--- src/rtl/urx_pkg.sv ---
package urx_pkg;

    localparam int BYTE_W = 8;

    typedef struct packed {
        logic par_en;
        logic par_even;
        logic par_stick;
        logic nine_bit;
    } fmt_cfg_t;

    typedef struct packed {
        logic [BYTE_W-1:0] data;
        logic              perr;
        logic              ferr;
        logic              brk;
    } rx_entry_t;

    typedef enum logic [2:0] {
        ST_IDLE,
        ST_START,
        ST_DATA,
        ST_EXTRA,
        ST_STOP,
        ST_HOLD
    } rx_state_t;

    function automatic logic fmt_has_extra(fmt_cfg_t c);
        return c.nine_bit | c.par_en;
    endfunction

    function automatic logic fmt_extra_err(fmt_cfg_t c, logic [BYTE_W-1:0] d, logic b);
        logic err;
        if (c.nine_bit)
            err = b;
        else if (!c.par_en)
            err = 1'b0;
        else if (c.par_stick)
            err = (b == c.par_even);
        else if (c.par_even)
            err = (b != ^d);
        else
            err = (b == ^d);
        return err;
    endfunction

endpackage

--- src/rtl/urx_deframer.sv ---
module urx_deframer
    import urx_pkg::*;
#(
    parameter int OS_RATE = 16
) (
    input  logic      clk,
    input  logic      rst,
    input  logic      tick,
    input  logic      rxd,
    input  fmt_cfg_t  cfg,
    output logic      push,
    output rx_entry_t entry
);
    localparam int CW = $clog2(OS_RATE);
    localparam logic [CW-1:0] MID_CNT  = CW'(OS_RATE/2 - 1);
    localparam logic [CW-1:0] LAST_CNT = CW'(OS_RATE - 1);

    rx_state_t         state;
    logic [CW-1:0]     os_cnt;
    logic [2:0]        bit_idx;
    logic [BYTE_W-1:0] shreg;
    logic              extra_b;
    logic              all_low;

    assign all_low = !rxd && (shreg == '0) && (!fmt_has_extra(cfg) || !extra_b);

    always_ff @(posedge clk) begin
        if (rst) begin
            state   <= ST_IDLE;
            os_cnt  <= '0;
            bit_idx <= '0;
            shreg   <= '0;
            extra_b <= 1'b0;
            push    <= 1'b0;
            entry   <= '0;
        end else begin
            push <= 1'b0;
            unique case (state)
                ST_IDLE: begin
                    os_cnt <= '0;
                    if (tick && !rxd)
                        state <= ST_START;
                end
                ST_START: if (tick) begin
                    if (os_cnt == MID_CNT) begin
                        os_cnt  <= '0;
                        bit_idx <= '0;
                        extra_b <= 1'b0;
                        state   <= rxd ? ST_IDLE : ST_DATA;
                    end else begin
                        os_cnt <= os_cnt + 1'b1;
                    end
                end
                ST_DATA: if (tick) begin
                    if (os_cnt == LAST_CNT) begin
                        os_cnt <= '0;
                        shreg  <= {rxd, shreg[BYTE_W-1:1]};
                        if (bit_idx == 3'd7)
                            state <= fmt_has_extra(cfg) ? ST_EXTRA : ST_STOP;
                        else
                            bit_idx <= bit_idx + 1'b1;
                    end else begin
                        os_cnt <= os_cnt + 1'b1;
                    end
                end
                ST_EXTRA: if (tick) begin
                    if (os_cnt == LAST_CNT) begin
                        os_cnt  <= '0;
                        extra_b <= rxd;
                        state   <= ST_STOP;
                    end else begin
                        os_cnt <= os_cnt + 1'b1;
                    end
                end
                ST_STOP: if (tick) begin
                    if (os_cnt == LAST_CNT) begin
                        os_cnt     <= '0;
                        push       <= 1'b1;
                        entry.data <= all_low ? '0 : shreg;
                        entry.perr <= all_low ? 1'b0 : fmt_extra_err(cfg, shreg, extra_b);
                        entry.ferr <= !rxd;
                        entry.brk  <= all_low;
                        state      <= rxd ? ST_IDLE : ST_HOLD;
                    end else begin
                        os_cnt <= os_cnt + 1'b1;
                    end
                end
                ST_HOLD: begin
                    if (rxd)
                        state <= ST_IDLE;
                end
                default: state <= ST_IDLE;
            endcase
        end
    end

    // a start edge not confirmed at mid-bit returns to idle
    a_r3_start_reject: assert property (@(posedge clk) disable iff (rst)
        (state == ST_START && tick && os_cnt == MID_CNT && rxd) |=> state == ST_IDLE);

    // break entry carries zero data and a framing error
    a_r10_brk_zero: assert property (@(posedge clk) disable iff (rst)
        (push && entry.brk) |-> (entry.data == '0 && entry.ferr && !entry.perr));

    // a stop sampled low keeps the receiver parked while the line stays low
    a_r9_hold_low: assert property (@(posedge clk) disable iff (rst)
        (state == ST_HOLD && !rxd) |=> state == ST_HOLD);

    // one write per frame, immediately ready for a new start
    a_r8_single_push: assert property (@(posedge clk) disable iff (rst)
        push |-> (state == ST_IDLE || state == ST_HOLD) && $past(state) == ST_STOP);
endmodule

--- config.mk ---
export PLATFORM = sky130hd
export DESIGN_NAME = urx_deframer
export DESIGN_NICKNAME = d
export VERILOG_FILES = /design/src/rtl/urx_pkg.sv /design/src/rtl/urx_deframer.sv
export SDC_FILE = /design/constraint.sdc
export NUM_CORES = 1
export LEC_CHECK = 0
export BUFFER_PORTS_ARGS = -buffer_cell sky130_fd_sc_hd__buf_4
export CAP_MARGIN = 20
export CORE_MARGIN = 10
export CORE_UTILIZATION = 41
export CTS_BUF_LIST = sky130_fd_sc_hd__clkbuf_8
export DETAILED_ROUTE_END_ITERATION = 10
export GPL_ROUTABILITY_DRIVEN = 0
export PLACE_DENSITY = 0.7
export SLEW_MARGIN = 10
export SYNTH_ARGS = -nofsm -noshare
export SYNTH_HDL_FRONTEND = slang
export SYNTH_SLANG_ARGS = --single-unit
--- constraint.sdc ---
create_clock -name clk -period 5.1 [get_ports clk]
set_input_delay 1.02 -clock clk [delete_from_list [all_inputs] [get_ports clk]]
set_output_delay 1.02 -clock clk [all_outputs]
set_load 0.02 [all_outputs]
==> metrics.md, run 1 <==
| Metric | Value |
|---|---|
| Status | `completed` |
| Hold Buf Count CTS | `0` |
| TritonCTS clock tree | `done` |
| EDFF count, synth | `0` |
| Crit. End Element | `flip-flop` |
| Unique masters post-synth | `49` |
| Non-Filler Instances | `257` |
| Final hold viol count | `0` |
| First-pass GRT wire length | `6596 um` |
| Via count | `1404` |
| Initial core utilization | `42.07%` |
| Area grow syn2layout | `14.57%` |
| Layout Nets | `222` |
| PD cells | `267.4 nW/um^2` |
| Syn Inst Count | `194` |
| Mean Syn Cell Area | `8.675 um^2` |
| Die Ht | `84.07 um` |
| Port bufs | `19` |
| Total CTS buffers | `5` |
| Routed Antenna Nets | `0` |
| Worst EP arrival | `2.39 ns` |
| Peak VDD IR | `121.7 uV` |
| Fillers | `405` |
| Most used DFF post-synth | `dfxtp_1` |
| Sequential area share after synthesis | `36.88%` |
| DR iter-0 viols | `96` |
| Crit Path Max Fanout | `9` |
| Max clock buf depth | `2` |
| Worst-path clk slew | `0.06 ns` |
| Setup violators final | `0` |
| Std-Cell Rows | `23` |
| Crit path time final | `2.173 ns` |
| Largest net degree at the start of global routing | `31` |
| Syn_nets | `209` |
| First-pass iteration count of the detailed router | `4` |
| Mapped Area | `1683 um^2` |
| GR Util All Layers | `10.78%` |
| Die extent in x | `84.07 um` |
| Fmax achieved | `460.2 MHz` |
| Vias per cell | `5.463` |
| Setup Fix Bufs, Post-CTS | `0` |
| Startpoint types | `input pin` |
| Die area | `7067 um^2` |
| Tot Pwr | `0.5155 mW` |
| Tcrit/Tclk final | `42.61%` |
| CTS sink cnt | `31` |
| Worst-Skew Late Latency | `0.28 ns` |
| Layout cells sized above 1 | `15.94%` |
| Number of global-route vias before repair | `1454` |
| Worst-margin pin slew | `0.6250 ns` |
| Io pins | `20` |
| Flops & latches, synth | `31` |
| ANT cells | `0` |
| Rel. slew slack | `58.28%` |
| DP HPWL | `2567 um` |
| Max Cap Viol | `0` |
| Setup TNS | `0 ns` |
| Initial antenna violation count | `0` |
| Clock Skews | `0.001813 ns` |
| H-tree Lvls | `2` |
| Routed len/inst | `13.88 um` |
| DRC | `0` |
| Fin util | `48.20%` |
| Placed cell count | `250` |
| Gr ovfl total | `0` |
| Leak | `0.7037 nW` |
| Clock Root Buffer | `clkbuf_8` |
| Core area | `4000 um^2` |
| Final WL | `3566 um` |
| CP required | `5.32 ns` |
| Async S/R FF share, synth | `0%` |
| Post-cts resize count | `0` |
| Max Slew Vio Count | `0` |
| Yosys warns | `0` |
| Worst min-delay path class | `reg2reg` |
| RSZ-0062 raised after global routing | `no` |
| Kind of critical path | `in2reg` |
-- worst max-delay path, stage by stage --
cell and delay, ns:
buf_4 0.12, or3b_1 0.45, a311oi_4 0.55, a22oi_1 0.14
nor2_1 0.11
-- flip-flops by register name (all words and copies together), names as in the netlist --
register	count
bit_idx	3
entry	11
extra_b	1
os_cnt	4
push	1
shreg	8
state	3
-- cells in the mapped netlist, types with 2 or more instances --
cell / n / area [um^2]
dfxtp_1: 31 / 620.6
nor2_1: 24 / 90.09
inv_1: 15 / 56.30
a21oi_1: 11 / 55.05
a22oi_1: 11 / 82.58
mux2i_1: 10 / 100.1
clkbuf_1: 9 / 33.78
o21ai_0: 9 / 45.04
ha_1: 7 / 87.58
nand2_1: 6 / 22.52
nand3_1: 6 / 30.03
o31ai_1: 4 / 30.03
or3_1: 4 / 25.02
xnor2_1: 4 / 35.03
nor3_1: 3 / 15.01
a211oi_1: 2 / 15.01
buf_2: 2 / 10.01
nand3b_1: 2 / 15.01
nor4bb_1: 2 / 20.02
or2_2: 2 / 12.51
or3b_1: 2 / 17.52
-- per-layer routing --
metal  GRT usage [%]  up-vias  wire length (um)
met5               0        -                 0
met4           4.871        0                64
met3           2.637        7                98
met2           17.77       15              1692
met1           12.73      658              1710
li1                -      724                 -
-- cell families (layout without fill, tap and decap cells) --
family	after synthesis	in the layout	synth area share [%]
buffers and inverters	28	41	7.063
XOR/XNOR	4	4	2.082
flip-flops	31	31	36.88
adder cells (fa/ha/maj)	8	8	5.799
AND/OR/NAND/NOR	62	62	20.30
AO/OA/AOI/OAI	51	51	21.93
multiplexers	10	10	5.948
-- metrics by stage --
stage	hold WS [ns]	instance area [um^2]	worst slack, ns
floorplan	0.4580	1683	2.749
global placement	0.4667	1826	2.692
detailed placement	0.4681	1826	2.640
CTS	0.4787	1928	2.946
global route	0.5088	1928	2.812
finish	0.4774	1928	2.927
-- layout by cell type (no fill, tap or decap), drive strengths merged, types with 3 or more instances in the layout --
| master | Yosys | layout |
|---|---|---|
| mux2i | 10 | 10 |
| a22oi | 11 | 11 |
| nand3 | 6 | 6 |
| xnor2 | 4 | 4 |
| nor3 | 4 | 4 |
| a211oi | 3 | 3 |
| buf | 4 | 19 |
| dfxtp | 31 | 31 |
| o31ai | 4 | 4 |
| ha | 7 | 7 |
| or2 | 3 | 3 |
| a21oi | 12 | 12 |
| inv | 15 | 16 |
| or3 | 4 | 4 |
| nor2 | 24 | 24 |
| o21ai | 9 | 9 |
| or3b | 3 | 3 |
| clkbuf | 9 | 5 |
| nand2 | 6 | 6 |
-- path summary, 6_finish.rpt --
check	slack [ns]	endpoint	from	cells after the start
worst max-delay path	2.93	entry[8]$_SDFFE_PP0P_	tick	5
worst min-delay path	0.48	entry[0]$_SDFFE_PP0P_	entry[0]$_SDFFE_PP0P_	2
worst max register to register	3.20	entry[8]$_SDFFE_PP0P_	state[1]$_SDFFE_PP0P_	4
worst min register to register	0.48	entry[0]$_SDFFE_PP0P_	entry[0]$_SDFFE_PP0P_	2
-- layout make-up --
type,instances,area (um^2),area share (%)
Timing Repair Buffer,19,142.6,7.398
Clock inverter,2,33.78,1.752
Clock buffer,5,68.82,3.569
Multi-Input combinational cell,135,943.4,48.93
Sequential cell,31,620.6,32.19
Inverter,15,56.30,2.920
Tap cell,50,62.56,3.245
-- power by group --
part           switching [mW]  internal, mW  total (mW)
Clock                  0.0904         0.141       0.231
Combinational          0.0191        0.0147      0.0338
Sequential            0.00641         0.244       0.250
Total                   0.116         0.400       0.516
No activity file was read; power rests on OpenSTA's default activity.
==> inputs of run 2 (changes only) <==
==> constraint.sdc (replaced) <==
create_clock -name clk -period 2.2 [get_ports clk]
set_input_delay 0.44 -clock clk [delete_from_list [all_inputs] [get_ports clk]]
set_output_delay 0.44 -clock clk [all_outputs]
set_load 0.02 [all_outputs]
==> metrics.md, run 2 (synthesis results as in run 1) <==
| Metric | Value |
|---|---|
| Reg power frac | `51.9%` |
| Routed len/inst | `14.00 um` |
| Gr ovfl total | `0` |
| Fillers | `392` |
| PD cells | `571.3 nW/um^2` |
| First-pass GRT wire length | `6582 um` |
| Tcrit/Tclk final | `84.70%` |
| Worst-margin pin slew | `0.5322 ns` |
| Crit. End Element | `flip-flop` |
| Layout cells sized above 1 | `17.62%` |
| Via count | `1432` |
| Worst-Skew Late Latency | `0.28 ns` |
| M3 GR Usage | `3.125%` |
| Setup violators final | `0` |
| Rel. slew slack | `64.20%` |
| Max clock buf depth | `2` |
| Initial antenna violation count | `0` |
| DR iter-0 viols | `161` |
| GR peak layer | `met2` |
| Worst-path clk slew | `0.06 ns` |
| Leak | `0.7115 nW` |
| Setup Fix Bufs, Post-CTS | `0` |
| Final WL | `3639 um` |
| Hold Buf Count CTS | `0` |
| ANT cells | `0` |
| Psw | `0.2580 mW` |
| Area grow syn2layout | `15.02%` |
| Io pins | `20` |
| Kind of critical path | `reg2reg` |
| Fmax achieved | `536.6 MHz` |
| Clock Root Buffer | `clkbuf_8` |
| Die extent in x | `84.07 um` |
| Final hold viol count | `0` |
| Max Cap Viol | `0` |
| Clock Skews | `0.007109 ns` |
| DRC | `0` |
| Layout Nets | `225` |
| Total CTS buffers | `5` |
| First-pass iteration count of the detailed router | `4` |
| Routed Antenna Nets | `0` |
| CP required | `2.36 ns` |
| Comb pwr share | `8.1%` |
| Die area | `7067 um^2` |
| Die Ht | `84.07 um` |
| Status | `completed` |
| Post-cts resize count | `0` |
| RSZ-0062 raised after global routing | `no` |
| Crit Path Max Fanout | `7` |
| Worst EP arrival | `2.03 ns` |
| Switching Share | `23.33%` |
| Post-route design area | `1936 um^2` |
| Initial core utilization | `42.07%` |
| Number of global-route vias before repair | `1483` |
| Largest net degree at the start of global routing | `31` |
| Max reg flops | `11` |
| Regs by FF count | `entry: 11 flops, shreg: 8 flops, os_cnt: 4 flops` |
| Placed cell areas | `1848 um^2` |
| Total internal power | `0.8478 mW` |
| Setup TNS | `0 ns` |
| Met1 Usage GRT | `12.06%` |
| Std-Cell Rows | `23` |
| Crit path time final | `1.863 ns` |
| Max Slew Vio Count | `0` |
| Biggest register | `entry` |
| Worst min-delay path class | `in2reg` |
| Peak VDD IR | `379.2 uV` |
| CTS sink cnt | `31` |
| Startpoint types | `flip-flop` |
| H-tree Lvls | `2` |
| Met2 usage | `17.84%` |
| Commonest cells after routing, fill and taps aside | `31 x dfxtp_1, 24 x nor2_1, 22 x buf_4` |
| Clock share of power | `40.1%` |
| Tot Pwr | `1.106 mW` |
| DP HPWL | `2657 um` |
| Core area | `4000 um^2` |
| GR Util All Layers | `10.76%` |
| Port bufs | `19` |
| Commonest non-fill, non-tap cell in the layout | `dfxtp_1` |
| Vias per cell | `5.508` |
| TritonCTS clock tree | `done` |
## run 2: changes by cell type in the layout (fill, tap and decap cells not counted)
cell / previous run / this run
clkinv_2: 0 / 1
buf_4: 19 / 22
inv_1: 16 / 15
bufinv_16: 1 / 0
clkbuf_8: 5 / 6
## run 2: metrics by stage
step | hold slack (ns) | instances | setup slack [ns] | utilization (%)
2_1_floorplan | 0.4580 | 194 | 0.4287 | -
3_3_place_gp | 0.4560 | 253 | 0.3390 | 46.20
3_5_place_dp | 0.4616 | 253 | 0.3203 | 46.20
4_1_cts | 0.4530 | 260 | 0.3730 | 48.39
5_1_grt | 0.4820 | 260 | 0.2096 | 48.39
6_report | 0.4612 | 260 | 0.3365 | 48.39
## run 2: metal layers
metal	vias to the layer above	part of all wire, %
li1	731	-
met1	668	45
met2	29	48
met3	4	5.1
met4	0	1.5
met5	-	0
## run 2: power groups by stage
stage | combinational, mW | clock [mW] | sequential (mW)
floorplan | 0.0699 | 0 | 0.580
global placement | 0.0901 | 0 | 0.586
detailed placement | 0.0891 | 0 | 0.586
CTS | 0.0893 | 0.461 | 0.573
global route | 0.102 | 0.488 | 0.573
finish | 0.0892 | 0.443 | 0.574
## run 2: path summary, 6_finish.rpt
| check | from | endpoint | slack [ns] | cells past startpoint |
|---|---|---|---|---|
| worst max-delay path | os_cnt[0]$_SDFFE_PP0P_ | state[0]$_SDFFE_PP0P_ | 0.34 | 5 |
| worst min-delay path | cfg[1] | entry[2]$_SDFFE_PP0P_ | 0.46 | 3 |
| worst max register to register | os_cnt[0]$_SDFFE_PP0P_ | state[0]$_SDFFE_PP0P_ | 0.34 | 5 |
| worst min register to register | entry[0]$_SDFFE_PP0P_ | entry[0]$_SDFFE_PP0P_ | 0.47 | 2 |
## run 2: layout make-up
type / instances / area, um^2 / area share (%)
well taps: 50 / 62.56 / 3.232
clock inverters: 1 / 5.005 / 0.2586
multi-input cells: 135 / 943.4 / 48.74
inverters: 15 / 56.30 / 2.909
flip-flops and latches: 31 / 620.6 / 32.06
clock buffers: 6 / 82.58 / 4.266
repair buffers: 22 / 165.2 / 8.533
## run 2: worst max-delay path: stages (launching register included)
cell	delay, ns
dfxtp_1	0.37
ha_1	0.27
nand3_1	0.26
a21oi_2	0.35
o311ai_1	0.15
nor4b_1	0.35
